$ cat src/rtl/raster_pkg.sv
package raster_pkg;

    localparam int RASTER_LINE_W    = 8;
    localparam int RASTER_TOGGLE_B  = 5;
    localparam int RASTER_END_BITS  = 4;
    localparam int RASTER_READ_DROP = 2;

    typedef struct packed {
        logic toggle;
        logic end_area;
    } raster_irq_t;

    // Clear the low bits that the read port does not carry.
    function automatic logic [RASTER_LINE_W-1:0] raster_read_mask(
        input logic [RASTER_LINE_W-1:0] line
    );
        logic [RASTER_LINE_W-1:0] m;
        m = line;
        for (int i = 0; i < RASTER_READ_DROP; i++) begin
            m[i] = 1'b0;
        end
        return m;
    endfunction

endpackage

$ cat src/rtl/raster_line_counter.sv
module raster_line_counter
    import raster_pkg::*;
#(
    parameter int LINE_W = RASTER_LINE_W
) (
    input  logic              clk,
    input  logic              rst,
    input  logic              tick,
    output logic [LINE_W-1:0] line,
    output logic              wrap_pulse
);
    localparam logic [LINE_W-1:0] LAST_LINE = {LINE_W{1'b1}};

    logic [LINE_W-1:0] line_q;
    logic              wrap_q;

    always_ff @(posedge clk) begin
        if (rst) begin
            line_q <= '0;
            wrap_q <= 1'b0;
        end else begin
            wrap_q <= tick && (line_q == LAST_LINE);
            if (tick) begin
                line_q <= line_q + 1'b1;
            end
        end
    end

    assign line       = line_q;
    assign wrap_pulse = wrap_q;

    // a tick below the last line adds exactly one
    a_r2_advance: assert property (@(posedge clk) disable iff (rst)
        (tick && line_q != LAST_LINE) |=> (line_q == $past(line_q) + 1'b1));
    // without a tick the count holds
    a_r2_hold: assert property (@(posedge clk) disable iff (rst)
        !tick |=> $stable(line_q));
    // wrap from the last line to zero
    a_r3_wrap: assert property (@(posedge clk) disable iff (rst)
        (tick && line_q == LAST_LINE) |=> (line_q == '0));
    // strobe only on line zero, never two clocks running
    a_r4_on_zero: assert property (@(posedge clk) disable iff (rst)
        wrap_q |-> (line_q == '0));
    a_r4_single: assert property (@(posedge clk) disable iff (rst)
        wrap_q |=> !wrap_q);
endmodule

$ cat src/rtl/raster_irq_gen.sv
module raster_irq_gen
    import raster_pkg::*;
#(
    parameter int LINE_W   = RASTER_LINE_W,
    parameter int TOGGLE_B = RASTER_TOGGLE_B,
    parameter int END_BITS = RASTER_END_BITS
) (
    input  logic              clk,
    input  logic              rst,
    input  logic [LINE_W-1:0] line,
    output raster_irq_t       irq
);
    localparam int END_LINE = ((1 << END_BITS) - 1) << (LINE_W - END_BITS);
    localparam int PERIOD   = 1 << TOGGLE_B;

    logic end_flag;

    generate
        if (END_BITS > 0) begin : g_end
            assign end_flag = &line[LINE_W-1 -: END_BITS];
        end else begin : g_noend
            assign end_flag = 1'b0;
        end
    endgenerate

    assign irq.toggle   = line[TOGGLE_B];
    assign irq.end_area = end_flag;

    // the toggle line moves only on multiples of its half period
    a_r6_edge_aligned: assert property (@(posedge clk) disable iff (rst)
        !$stable(irq.toggle) |-> ((int'(line) % PERIOD) == 0));
    // end-of-area rises exactly on the first line of the band
    a_r7_rise: assert property (@(posedge clk) disable iff (rst)
        $rose(irq.end_area) |-> (int'(line) == END_LINE));
    // and falls only as the count returns to zero
    a_r7_fall: assert property (@(posedge clk) disable iff (rst)
        $fell(irq.end_area) |-> (line == '0));
endmodule

$ cat src/rtl/raster_readback.sv
module raster_readback
    import raster_pkg::*;
#(
    parameter int LINE_W = RASTER_LINE_W
) (
    input  logic              clk,
    input  logic              rst,
    input  logic [LINE_W-1:0] line,
    output logic [LINE_W-1:0] rd_byte
);
    logic [LINE_W-1:0] rd_q;

    always_ff @(posedge clk) begin
        if (rst) begin
            rd_q <= '0;
        end else begin
            rd_q <= raster_read_mask(line);
        end
    end

    assign rd_byte = rd_q;

    // dropped bits never read as one
    a_r5_low_clear: assert property (@(posedge clk) disable iff (rst)
        rd_q[RASTER_READ_DROP-1:0] == '0);
    // upper bits follow the previous clock's line
    a_r5_lag: assert property (@(posedge clk) disable iff (rst)
        1'b1 |=> (rd_q[LINE_W-1:RASTER_READ_DROP] == $past(line[LINE_W-1:RASTER_READ_DROP])));
endmodule

$ cat src/rtl/raster_timing.sv
module raster_timing
    import raster_pkg::*;
(
    input  logic       clk,
    input  logic       rst,
    input  logic       line_tick,
    output logic [7:0] line_num,
    output logic [7:0] vcount_rd,
    output logic       frame_start,
    output logic       irq_toggle,
    output logic       irq_end_area
);
    logic [RASTER_LINE_W-1:0] line_w;
    raster_irq_t              irq_w;

    raster_line_counter #(.LINE_W(RASTER_LINE_W)) u_count (
        .clk        (clk),
        .rst        (rst),
        .tick       (line_tick),
        .line       (line_w),
        .wrap_pulse (frame_start)
    );

    raster_irq_gen #(
        .LINE_W   (RASTER_LINE_W),
        .TOGGLE_B (RASTER_TOGGLE_B),
        .END_BITS (RASTER_END_BITS)
    ) u_irq (
        .clk  (clk),
        .rst  (rst),
        .line (line_w),
        .irq  (irq_w)
    );

    raster_readback #(.LINE_W(RASTER_LINE_W)) u_rd (
        .clk     (clk),
        .rst     (rst),
        .line    (line_w),
        .rd_byte (vcount_rd)
    );

    assign line_num     = line_w;
    assign irq_toggle   = irq_w.toggle;
    assign irq_end_area = irq_w.end_area;

    // the clock after a reset edge shows a cleared unit
    a_r1_reset_clear: assert property (@(posedge clk)
        rst |=> (line_num == 8'd0 && vcount_rd == 8'd0 && !frame_start));
endmodule

$ cat config.mk
export PLATFORM = sky130hd
export DESIGN_NAME = raster_timing
export DESIGN_NICKNAME = d
export VERILOG_FILES = /design/src/rtl/raster_pkg.sv /design/src/rtl/raster_line_counter.sv /design/src/rtl/raster_irq_gen.sv /design/src/rtl/raster_readback.sv /design/src/rtl/raster_timing.sv
export SDC_FILE = /design/constraint.sdc
export NUM_CORES = 1
export LEC_CHECK = 0
export BUFFER_PORTS_ARGS = -buffer_cell sky130_fd_sc_hd__buf_2
export CELL_PAD_IN_SITES_DETAIL_PLACEMENT = 1
export CELL_PAD_IN_SITES_GLOBAL_PLACEMENT = 1
export CORE_MARGIN = 2
export CORE_UTILIZATION = 29
export CTS_CLUSTER_DIAMETER = 120
export DETAILED_ROUTE_END_ITERATION = 12
export PLACE_DENSITY_LB_ADDON = 0.1
export SLEW_MARGIN = 40
export SYNTH_ARGS = -nofsm -noshare
export SYNTH_HDL_FRONTEND = slang
export SYNTH_SLANG_ARGS = --single-unit
$ cat constraint.sdc
create_clock -name clk -period 1.1 [get_ports clk]
set_input_delay 0.11 -clock clk [delete_from_list [all_inputs] [get_ports clk]]
set_output_delay 0.11 -clock clk [all_outputs]
set_load 0.02 [all_outputs]
==> reports/qor.csv <==
stage,metric,value,unit
power_and_ir_drop,Peak VDD IR,0.000489,V
timing,Slew Limit Fails,0,
place,routability cong.,0.700,
floorplan,DIE WIDTH,47.3,microns
grt,first-pass GRT wire length,2150,microns
detailed_routing,"antenna viol nets, final",0,
floorplan,top-level port count,22,
critical_path,crit path capture type,output pin,
grt,largest net degree at the start of global routing,9,
place,Post-DP Area,714,sq um
cells_and_area,Final Core Density,48.0,%
power_and_ir_drop,leakage,0.405,nW
detailed_routing,DR pass1 iterations,3,
critical_path,CP max stage delay,0.37,ns
timing,Final setup viols,4,
timing,final worst slack,-0.0451,ns
critical_path,R2R Setup Slk,-0.04,ns
detailed_routing,Iteration-0 DRC Markers,3,
detailed_routing,number of remaining DRC errors,0,
grt,vias in the first global route,464,
grt,Total GRT Usage,14.6,%
critical_path,Critical Path RT,0.99,ns
min_path,Min-Delay Path Class,input port to register,
cells_and_area,Layout Nets,90,
cells_and_area,n_diodes,0,
critical_path,cell chain of the critical path,"nand2_2, buf_6, nor2_4, buf_6",
detailed_routing,Total Wirelength,1320,microns
synthesis,yosys warns,0,
cells_and_area,Area growth syn-to-layout,54.4,%
critical_path,R2R cell count,4,
cells_and_area,most frequent cells in the layout,"18 x buf_2, 8 x dfxtp_1, 6 x nor2b_1, 6 x buf_4",
cells_and_area,share of post-route cells with drive strength above 1,54.1,%
timing,TNS Setup,-0.128,ns
cells_and_area,final instance area,838,sq um
floorplan,Rows,15,
clock_tree,clk root buf,clkbuf_4,
place,post-detail-place hpwl,895,microns
cells_and_area,Filler cells,214,
critical_path,Crit path arrival time,1.04,ns
clock_tree,clk slew on worst S/H paths,0.09,ns
clock_tree,Num Clock Sinks,15,
critical_path,CP startpoint kind,register,
detailed_routing,routed vias/inst,4.43,
grt,gr ovfl total,0,
timing,Final min period,1.15,ns
synthesis,sequential-to-total area share from yosys stat,55.3,%
min_path,hold depth,2,
clock_tree,"Clk Latency, worst-skew pair",0.29,ns
floorplan,die area,2230,sq um
timing,Final Hold Vio Count,0,
timing,Final period util,104,%
floorplan,Core ar.,1750,sq um
synthesis,synthesized flop and latch total,15,
floorplan,Die H,47.3,microns
power_and_ir_drop,Power Density,1140,nW/um^2
critical_path,critical path peak fanout,3,
outcome,status,"finished, violations left",
detailed_routing,Vias,487,
place,DP Worst Slack,-0.0391,ns
place,Port Buffers,19,
clock_tree,CTS Buffer Depth,2,
critical_path,kind of critical path,register to output pin,
clock_tree,H-Tree Depth,1,
place,# placed instances,103,
critical_path,cell mode on critical path,buf_6,
clock_tree,Num CTS Buffers,3,
synthesis,Gate Count Post-Synth,55,
critical_path,"slowest stage cell, crit path",dfxtp_4,
grt,initial antenna violation count,0,
synthesis,synthesized area per cell,9.87,sq um
timing,RSZ-0062 raised after global routing,yes,
clock_tree,CTS tree,built,
synthesis,Synth cell types,16,
cells_and_area,"commonest non-fill, non-tap cell in the layout",buf_2,
floorplan,initial core utilization,31.1,%
detailed_routing,DR WL/cell,12.0,microns
cells_and_area,fin cells,110,
timing,clk_skew,0.00604,ns
synthesis,Post-Syn Area,543,sq um
timing,Max Fclk,873,MHz
flow_run,Max-cap violations,0,
clock_tree,cts hold-fix bufs,0,
outcome,failing checks,setup timing,
-- sequential cells by signal (all words and copies together) (netlist names) --
signal / flops
u_count.line: 8
u_count.wrap_pulse: 1
u_rd.rd_byte: 6
-- metrics by stage --
step	power (mW)	hold slack, ns
after global placement	0.641	0.383
after CTS	0.973	0.0659
after floorplan	0.614	0.190
after global routing	1.00	0.0698
after detailed placement	0.642	0.379
final	0.957	0.0749
-- path summary, 6_finish.rpt --
path | startpoint | endpoint
max | u_count.line[5]$_SDFFE_PP0P_ | irq_end_area
min | rst | u_count.line[0]$_SDFFE_PP0P_
max reg2reg | u_count.line[1]$_SDFFE_PP0P_ | u_count.line[6]$_SDFFE_PP0P_
min reg2reg | u_count.line[3]$_SDFFE_PP0P_ | u_rd.rd_byte[3]$_SDFF_PP0_
-- cells in the mapped netlist, drive strengths merged --
cell type	count	area, sq um
dfxtp	15	300
nand2	7	26.3
nor2	6	22.5
nor2b	6	37.5
buf	3	22.5
nand4	3	25.0
o21ai	3	15.0
or4	3	22.5
xor2	3	26.3
clkbuf	1	3.75
conb	1	3.75
ha	1	12.5
mux2i	1	10.0
nor4	1	6.26
xnor2	1	8.76
-- critical path, delay by kind of cell, from the launching register on --
kind / cells / cell delay (ns)
AND/OR/NAND/NOR: 2 / 0.13
buffers and inverters: 2 / 0.24
flip-flops: 1 / 0.37
-- timing repair --
| action | 4_1_cts | 5_1_grt |
|---|---|---|
| endpoints found under the setup margin | 4 | 6 |
| resized for setup | 17 | 2 |
| pin swaps | 2 | 0 |
| buffers inserted | 3 | 0 |
-- where the power goes --
group / switching [mW] / total, mW / internal, mW
sequential: 0.0141 / 0.559 / 0.545
clock: 0.184 / 0.324 / 0.141
combinational: 0.0424 / 0.0741 / 0.0317
-- final cells by class --
type	count	area [sq um]	area share, %
clock buffers	4	26.3	3.13
flip-flops and latches	15	322	38.4
multi-input cells	37	268	31.9
repair buffers	29	191	22.8
well taps	25	31.3	3.73
-- logic make-up (layout without fill, tap and decap cells) --
group | count (synthesis) | in the layout | share of synthesized area, %
DFF | 15 | 15 | 55.3
and+or+nand+nor | 26 | 26 | 25.8
xor gates and xnor gates | 4 | 4 | 6.45
other | 1 | 2 | 0.691
muxes | 1 | 1 | 1.84
adders and majority gates | 1 | 1 | 2.30
AOI/OAI and AO/OA | 3 | 3 | 2.76
buffers and inverters | 4 | 33 | 4.84
-- per-layer routing --
| metal | vias to the layer above | track usage [%] | wire [microns] |
|---|---|---|---|
| met2 | 15 | 23.0 | 613 |
| li1 | 243 | - | - |
| met3 | 4 | 4.62 | 67 |
| met1 | 225 | 16.8 | 598 |
| met5 | - | 0 | 0 |
| met4 | 0 | 10.0 | 41 |
(Power assumes the default switching activity.)
